<file path="config.mk">
export PLATFORM = sky130hd
export DESIGN_NAME = irq_state_capture
export DESIGN_NICKNAME = d
export VERILOG_FILES = /design/src/rtl/irq_cap_pkg.sv /design/src/rtl/irq_ptr_sel.sv /design/src/rtl/irq_slot_sel.sv /design/src/rtl/irq_status_build.sv /design/src/rtl/irq_state_capture.sv
export SDC_FILE = /design/constraint.sdc
export NUM_CORES = 1
export LEC_CHECK = 0
export BUFFER_PORTS_ARGS = -buffer_cell sky130_fd_sc_hd__buf_2
export CAP_MARGIN = 5
export CORE_ASPECT_RATIO = 1.2
export CORE_MARGIN = 8
export CORE_UTILIZATION = 47
export CTS_CLUSTER_SIZE = 20
export DETAILED_ROUTE_END_ITERATION = 6
export MAX_ROUTING_LAYER = met4
export PLACE_DENSITY = 0.77
export SLEW_MARGIN = 40
export SYNTH_ARGS = -nofsm -noshare
export SYNTH_HDL_FRONTEND = slang
export SYNTH_HIERARCHICAL = 1
export SYNTH_SLANG_ARGS = --single-unit
</file>
<file path="constraint.sdc">
create_clock -name clk_i -period 1 [get_ports clk_i]
set_input_delay 0.1 -clock clk_i [delete_from_list [all_inputs] [get_ports clk_i]]
set_output_delay 0.1 -clock clk_i [all_outputs]
set_load 0.02 [all_outputs]
</file>
<file path="src/rtl/irq_cap_pkg.sv">
package irq_cap_pkg;
  localparam int unsigned XLEN   = 64;
  localparam int unsigned CODE_W = 16;
  localparam int unsigned VEC_W  = 8;
  localparam int unsigned SLOT_W = 2;

  typedef enum logic [1:0] {
    EVT_FAULT = 2'b00,
    EVT_TRAP  = 2'b01,
    EVT_EXT   = 2'b10,
    EVT_EXT2  = 2'b11
  } evt_kind_e;

  // MSB first; positions are read by handler software
  typedef struct packed {
    logic [19:0]       rsv_hi;
    logic              defer;
    logic [SLOT_W-1:0] slot;
    logic              sup_ovr;
    logic              nested;
    logic              incomplete;
    logic              rstk;
    logic              spec;
    logic              non_access;
    logic              rd;
    logic              wr;
    logic              fetch;
    logic [7:0]        rsv_mid;
    logic [VEC_W-1:0]  vector;
    logic [CODE_W-1:0] cause;
  } isr_t;

  localparam logic [SLOT_W-1:0] LONG_IMM_SLOT = SLOT_W'(2);
endpackage

</file>
<file path="src/rtl/irq_ptr_sel.sv">
module irq_ptr_sel #(
  parameter int unsigned XLEN   = 64,
  parameter int unsigned LEG_AW = 32
) (
  input  logic [1:0]      kind_i,
  input  logic            legacy_i,
  input  logic [XLEN-1:0] cur_ip_i,
  input  logic [XLEN-1:0] next_ip_i,
  output logic [XLEN-1:0] ptr_o
);
  import irq_cap_pkg::*;

  logic [XLEN-1:0] sel;

  always_comb begin
    if (evt_kind_e'(kind_i) == EVT_FAULT) sel = cur_ip_i;
    else                                  sel = next_ip_i;
  end

  generate
    if (LEG_AW < XLEN) begin : g_ext
      always_comb begin
        ptr_o = sel;
        if (legacy_i) ptr_o = {{(XLEN-LEG_AW){1'b0}}, sel[LEG_AW-1:0]};
      end
    end else begin : g_full
      logic unused_leg;
      assign unused_leg = legacy_i;
      assign ptr_o = sel;
    end
  endgenerate
endmodule

</file>
<file path="src/rtl/irq_slot_sel.sv">
module irq_slot_sel (
  input  logic [1:0]                  kind_i,
  input  logic [irq_cap_pkg::SLOT_W-1:0] restart_slot_i,
  input  logic [irq_cap_pkg::SLOT_W-1:0] exc_slot_i,
  input  logic                        long_imm_i,
  output logic [irq_cap_pkg::SLOT_W-1:0] slot_o
);
  import irq_cap_pkg::*;

  always_comb begin
    unique case (evt_kind_e'(kind_i))
      EVT_TRAP: slot_o = long_imm_i ? LONG_IMM_SLOT : exc_slot_i;
      default:  slot_o = restart_slot_i;
    endcase
  end
endmodule

</file>
<file path="src/rtl/irq_status_build.sv">
module irq_status_build (
  input  logic [1:0]                    kind_i,
  input  logic [irq_cap_pkg::SLOT_W-1:0] restart_slot_i,
  input  logic [irq_cap_pkg::SLOT_W-1:0] exc_slot_i,
  input  logic                          long_imm_i,
  input  logic                          acc_fetch_i,
  input  logic                          acc_read_i,
  input  logic                          acc_write_i,
  input  logic                          rmw_i,
  input  logic                          non_access_i,
  input  logic                          spec_i,
  input  logic                          rstk_i,
  input  logic                          incomplete_i,
  input  logic [irq_cap_pkg::CODE_W-1:0] cause_i,
  input  logic [irq_cap_pkg::VEC_W-1:0]  vector_i,
  input  logic                          xlat_hit_i,
  input  logic                          xlat_on_i,
  input  logic                          xlat_defer_i,
  input  logic                          legacy_i,
  input  logic                          sup_ovr_i,
  input  logic                          collect_en_i,
  input  logic                          collect_chg_i,
  output irq_cap_pkg::isr_t             isr_o
);
  import irq_cap_pkg::*;

  logic [SLOT_W-1:0] slot;
  logic              native;

  assign native = ~legacy_i;

  irq_slot_sel u_slot (
    .kind_i         (kind_i),
    .restart_slot_i (restart_slot_i),
    .exc_slot_i     (exc_slot_i),
    .long_imm_i     (long_imm_i),
    .slot_o         (slot)
  );

  always_comb begin
    isr_o            = '0;
    isr_o.cause      = cause_i;
    isr_o.vector     = vector_i;
    isr_o.fetch      = acc_fetch_i;
    isr_o.wr         = acc_write_i | rmw_i;
    isr_o.rd         = acc_read_i | rmw_i;
    // native-only qualifiers
    isr_o.non_access = native & non_access_i;
    isr_o.spec       = native & spec_i;
    isr_o.rstk       = native & rstk_i;
    isr_o.incomplete = native & incomplete_i;
    isr_o.nested     = native & (~collect_en_i | collect_chg_i);
    isr_o.slot       = native ? slot : '0;
    isr_o.defer      = native & xlat_hit_i & xlat_on_i & ~rstk_i & xlat_defer_i;
    // legacy-only qualifier
    isr_o.sup_ovr    = legacy_i & sup_ovr_i;
  end
endmodule

</file>
<file path="src/rtl/irq_state_capture.sv">
module irq_state_capture #(
  parameter int unsigned XLEN   = 64,
  parameter int unsigned LEG_AW = 32
) (
  input  logic            clk_i,
  input  logic            rst_ni,
  input  logic            evt_valid_i,
  input  logic [1:0]      evt_kind_i,
  input  logic [XLEN-1:0] cur_ip_i,
  input  logic [XLEN-1:0] next_ip_i,
  input  logic [1:0]      restart_slot_i,
  input  logic [1:0]      exc_slot_i,
  input  logic            long_imm_i,
  input  logic            acc_fetch_i,
  input  logic            acc_read_i,
  input  logic            acc_write_i,
  input  logic            rmw_i,
  input  logic            non_access_i,
  input  logic            spec_i,
  input  logic            rstk_i,
  input  logic            incomplete_i,
  input  logic [15:0]     cause_i,
  input  logic [7:0]      vector_i,
  input  logic            xlat_hit_i,
  input  logic            xlat_on_i,
  input  logic            xlat_defer_i,
  input  logic            legacy_i,
  input  logic            sup_ovr_i,
  input  logic            collect_en_i,
  input  logic            collect_chg_i,
  output logic [63:0]     iip_o,
  output logic [63:0]     isr_o
);
  import irq_cap_pkg::*;

  logic [XLEN-1:0] ptr_d;
  isr_t            isr_d;
  logic [XLEN-1:0] iip_q;
  isr_t            isr_q;

  irq_ptr_sel #(.XLEN(XLEN), .LEG_AW(LEG_AW)) u_ptr (
    .kind_i    (evt_kind_i),
    .legacy_i  (legacy_i),
    .cur_ip_i  (cur_ip_i),
    .next_ip_i (next_ip_i),
    .ptr_o     (ptr_d)
  );

  irq_status_build u_isr (
    .kind_i         (evt_kind_i),
    .restart_slot_i (restart_slot_i),
    .exc_slot_i     (exc_slot_i),
    .long_imm_i     (long_imm_i),
    .acc_fetch_i    (acc_fetch_i),
    .acc_read_i     (acc_read_i),
    .acc_write_i    (acc_write_i),
    .rmw_i          (rmw_i),
    .non_access_i   (non_access_i),
    .spec_i         (spec_i),
    .rstk_i         (rstk_i),
    .incomplete_i   (incomplete_i),
    .cause_i        (cause_i),
    .vector_i       (vector_i),
    .xlat_hit_i     (xlat_hit_i),
    .xlat_on_i      (xlat_on_i),
    .xlat_defer_i   (xlat_defer_i),
    .legacy_i       (legacy_i),
    .sup_ovr_i      (sup_ovr_i),
    .collect_en_i   (collect_en_i),
    .collect_chg_i  (collect_chg_i),
    .isr_o          (isr_d)
  );

  always_ff @(posedge clk_i or negedge rst_ni) begin
    if (!rst_ni) begin
      iip_q <= '0;
      isr_q <= '0;
    end else if (evt_valid_i) begin
      isr_q <= isr_d;
      if (collect_en_i) iip_q <= ptr_d;
    end
  end

  assign iip_o = 64'(iip_q);
  assign isr_o = isr_q;
endmodule

</file>
# [Word level (Yosys, flattened, before mapping)]
# Cells that the tools add are included.
[word_totals] word_cells=38 reg_bits=100 inputBits=177
[op_classes] n_reduce_logical=2 n_eq_ne=1 bitwise_logic=16 n_mux=5
[ops] cell="two-way mux 64 bit" n=2
[ops] cell="AND 1 bit" n=10
[ops] cell="two-way mux 2 bit" n=3
[ops] cell="inverter 1 bit" n=3
[ops] cell="OR 1 bit" n=3
[ops] cell="== test 2 x 1 -> 1 bit (second input constant)" n=1
[ops] cell="logical NOT 2 bit" n=1
[ops] cell="AND reduction 2 bit" n=1

# [Depth between registers and ports, before layout]
[logic_depth] depth_word=5 depth_mapped=5

# [By module]
# The synthesis kept the hierarchy.
[modules_own_cells] mod="irq_state_capture" instances=1 cells_each=270 area_each_um2=4798.4
[modules_own_cells] mod="irq_ptr_sel" instances=1 cells_each=149 area_each_um2=1077.3
[modules_own_cells] mod="irq_status_build" instances=1 cells_each=67 area_each_um2=479.2
[modules_own_cells] mod="irq_slot_sel" instances=1 cells_each=6 area_each_um2=52.6

# [Worst setup path before layout]
# Ideal clock, no wire load.
[synth_path] kind="input to register" start="in evt_kind_i[1]" end="reg iip_q[10] (netlist: iip_o[10])" slack_ns=-0.283 stages=5 t_arrival_ns=1.156 cell_sequence="buf_4 > nor2_4 > buf_4 > mux2_2 > mux2_1"
[synth_via] elab_chain_cells=3
[synth_rtl] item="start: declaration" line_no="irq_state_capture.sv:8" text="input logic [1:0] evt_kind_i,"
[synth_rtl] item="logical NOT 2 bit" line_no="irq_ptr_sel.sv:16" text="if (evt_kind_e'(kind_i) == EVT_FAULT) sel = cur_ip_i;"
[synth_rtl] item="two-way mux 64 bit" line_no="irq_ptr_sel.sv:16"
[synth_rtl] item="two-way mux 64 bit" line_no="irq_ptr_sel.sv:24" text="if (legacy_i) ptr_o = {{(XLEN-LEG_AW){1'b0}}, sel[LEG_AW-1:0]};"
[synth_rtl] item="named net ptr_d[10]" line_no="irq_state_capture.sv:36" text="logic [XLEN-1:0] ptr_d;"
[synth_rtl] item="end signal: assignment" line_no="irq_state_capture.sv:80" text="if (collect_en_i) iip_q <= ptr_d;"
[synth_rtl] item="end: declaration" line_no="irq_state_capture.sv:38" text="logic [XLEN-1:0] iip_q;"
# The timed path passes the listed nets, and every way through them passes these cells.
# A chain may end at the register's enable or synchronous reset.

==> reports/metrics.yaml <==
outcome:
  status: "finished with violations"
  violations: "setup timing"
global_route:
  gr-usage-met1_pct: 22.3
  grt_pass1_vias: 5905
  busiest_layer: "met2"
  grt_pass1_wl_um: 31300
  grt_use_met2_pct: 44.1
  antenna_found_initial: 4
  grt_max_degree: 74
  gr-total-overflow: 0
  grt.total_usage_pct: 24.2
  grt_use_met3_pct: 6.71
clock_tree:
  htreeDepth: 4
  clkTransAtPathRegs_ps: 60
  clock_latency_ps: 400
  cts.sinks: 128
  cts_inserted_buffers: 17
  cts_root_buf: "clkbuf_16"
  cts_tree: "yes"
  clk_path_buf_depth: 2
setup_path:
  critPathTopFamily: "flip-flops"
  crit_arrival_ps: 990
  cpPeakStageDelay_ps: 420
  critPathSlowestCell: "dfrtp_1"
  critPathKind: "reg2out"
  cp_cell_sequence: "buf_6"
  worst_setup_path_end_kind: "output port"
  path_buf_inv: 1
  critPathMaxFanout: 2
  worstPathRequired_ps: 900
  cp-start-kind: "flop"
yosys:
  synthArstFlopShare_pct: 100
  ys_seq_area_share_pct: 50.0
  synthTopCellsByCount: "153 x mux2_2, 128 x dfrtp_1, 58 x buf_4, 33 x a21oi_1, 32 x or3b_1"
  synth_area_um2: 6410
  synth_top_family_by_area: "multiplexers"
  ys_seq_elements: 128
  synth_most_common_cell: "mux2_2"
  muxShareOfSynthArea_pct: 28.5
  synth_cells: 492
  yosysWarnings: 6
  ys.flop_type: "dfrtp_1"
  synth_area_leaders: "dfrtp_1 50%, mux2_2 27%, buf_4 6.8%, or3b_1 4.4%, a21oi_1 2.6%"
  synthXorXnorAreaFrac_pct: 0
  synth_fa_ha_area_share_pct: 0
  synth_cell_types: 24
  yosysTopAreaCell: "dfrtp_1"
  synth_compound_area_share_pct: 5.08
  synth_top_area_share_pct: 50.0
  syn_area_per_cell_um2: 13.0
  synth-simple-area-share_pct: 6.17
  synth_edf_count: 0
timing:
  finalMaxSlewViolations: 0
  fin_skew_ps: 0
  finalCriticalPeriod_ps: 1090
  rsz0062_at_grt: "yes"
  finalSetupTns_ps: -5710
  clock.fmax_ghz: 0.917
  hold_viol_final: 0
  fin_ws_ps: -90.8
  finalHoldWorstSlack_ps: 44.1
  setup_viol_count_final: 145
  fin_crit_sh_pct: 109
floorplanning:
  die_y_um: 144
  ioPinCount: 305
  die_w_um: 123
  core_area_um2: 13300
  start_util_pct: 48.2
  die_area_um2: 17600
  placement_rows: 46
finish:
  fin_nets: 1046
  multiInputGateArea_um2: 2720
  syn2layout_area_growth_pct: 58.3
  nFillCells: 797
  ff_latch_area_um2: 3200
  final_cells: 1054
  layout-drive-gt1-share_pct: 66.4
power:
  p_switching_mw: 4.98
  switching_share_pct: 28.0
  seq_power_share_pct: 35.6
  p_comb_share_pct: 27.4
  ir_worst_vdd_uv: 1490
  power_mw: 17.8
  p_per_area_nw_per_um2: 1750
  power.internal_mw: 12.8
  p_leak_nw: 4.96
  clkPwrFrac_pct: 37.0
route:
  vias_per_cell: 5.04
  drt_iter0_drc: 228
  ant_nets: 0
  avgRoutedWirePerCell_um: 21.1
  drtPass1Iterations: 4
  drcViolationCount: 0
  routed-via-count: 5315
  drt_wl_total_um: 22200
placed_design:
  gp_congestion: 0.847
  hpwl_um: 14300
  port_buffers: 304
  place_inst: 926
job:
  drv_cap: 0
min_path:
  hp-class: "in2reg"
## logic make-up after synthesis
family	after synthesis
other	1
AO/OA/AOI/OAI	65
flip-flops	128
multiplexers	162
AND/OR/NAND/NOR	48
buffers and inverters	88
## path summary, 6_finish.rpt
check | depth (start not counted) | slack (ps) | endpoint | startpoint
worst max-delay path | 1 | -90 | isr_o[51] | isr_o[51]$_DFFE_PN0P_
worst min-delay path | 3 | 40 | isr_o[38]$_DFFE_PN0P_ | incomplete_i
worst max register to register | 3 | -50 | isr_o[2]$_DFFE_PN0P_ | isr_o[2]$_DFFE_PN0P_
worst min register to register | 1 | 530 | iip_o[62]$_DFFE_PN0P_ | iip_o[62]$_DFFE_PN0P_
max in group asynchronous | 3 | 350 | iip_o[34]$_DFFE_PN0P_ | rst_ni
min in group asynchronous | 3 | 270 | isr_o[10]$_DFFE_PN0P_ | rst_ni
## final cells by class
class / count / share of cell area, %
diodes: 5 / 0.123
clock buffers: 18 / 4.33
clock inverters: 13 / 1.84
inverters: 2 / 0.0740
multi-input cells: 303 / 26.8
flip-flops and latches: 128 / 31.6
well taps: 168 / 2.07
repair buffers: 417 / 33.2
## state kept, by name, summed over array words and instances, names as in the netlist
register / count
isr_o: 64
iip_o: 64
## power by group through the flow
stage	clock [mW]	sequential [mW]	combinational, mW
5_1_grt	6.90	6.40	5.12
4_1_cts	6.62	6.29	4.60
3_5_place_dp	0	6.23	3.49
6_report	6.58	6.33	4.88
3_3_place_gp	0	6.19	3.39
2_1_floorplan	0	7.03	1.33
## layer usage
metal	share of wire, %	routed length [um]
met5	0	0
met4	4.4	971
met2	56	12400
met3	6.6	1460
met1	33	7360
## cells in the final DEF (no fill, tap or decap), drive strengths merged
| master | count |
|---|---|
| a21oi | 33 |
| and2 | 1 |
| buf | 389 |
| bufinv | 4 |
| clkbuf | 18 |
| clkinv | 4 |
| clkinvlp | 4 |
| conb | 28 |
| dfrtp | 128 |
| diode | 5 |
| dlygate4sd3 | 28 |
| inv | 3 |
| mux2 | 161 |
| mux2i | 1 |
| nand2 | 1 |
| nand4b | 1 |
| nor2 | 3 |
| nor2b | 8 |
| o21ai | 32 |
| or2 | 2 |
| or3b | 32 |
## worst reg2reg max path, cell delays in order, from the launching register on
cell	delay (ps)
dfrtp_1	400
buf_4	140
buf_4	130
mux2_2	260
## stage by stage
stage | setup slack, ps | utilization, % | cell area (um2)
finish | -90.8 | 76.3 | 10100
global route | -125 | 76.3 | 10100
CTS | -102 | 74.5 | 9900
detailed placement | -382 | 59.6 | 7920
global placement | -345 | 59.6 | 7920
floorplan | -217 | - | 6590
## what timing repair did
action,4_1_cts,5_1_grt
endpoints found under the setup margin,128,132
gates resized for setup,256,5
hold buffers,28,0
hold endpoints to repair,155,0
buffers inserted,36,29
No activity file was read; power rests on OpenSTA's default activity.
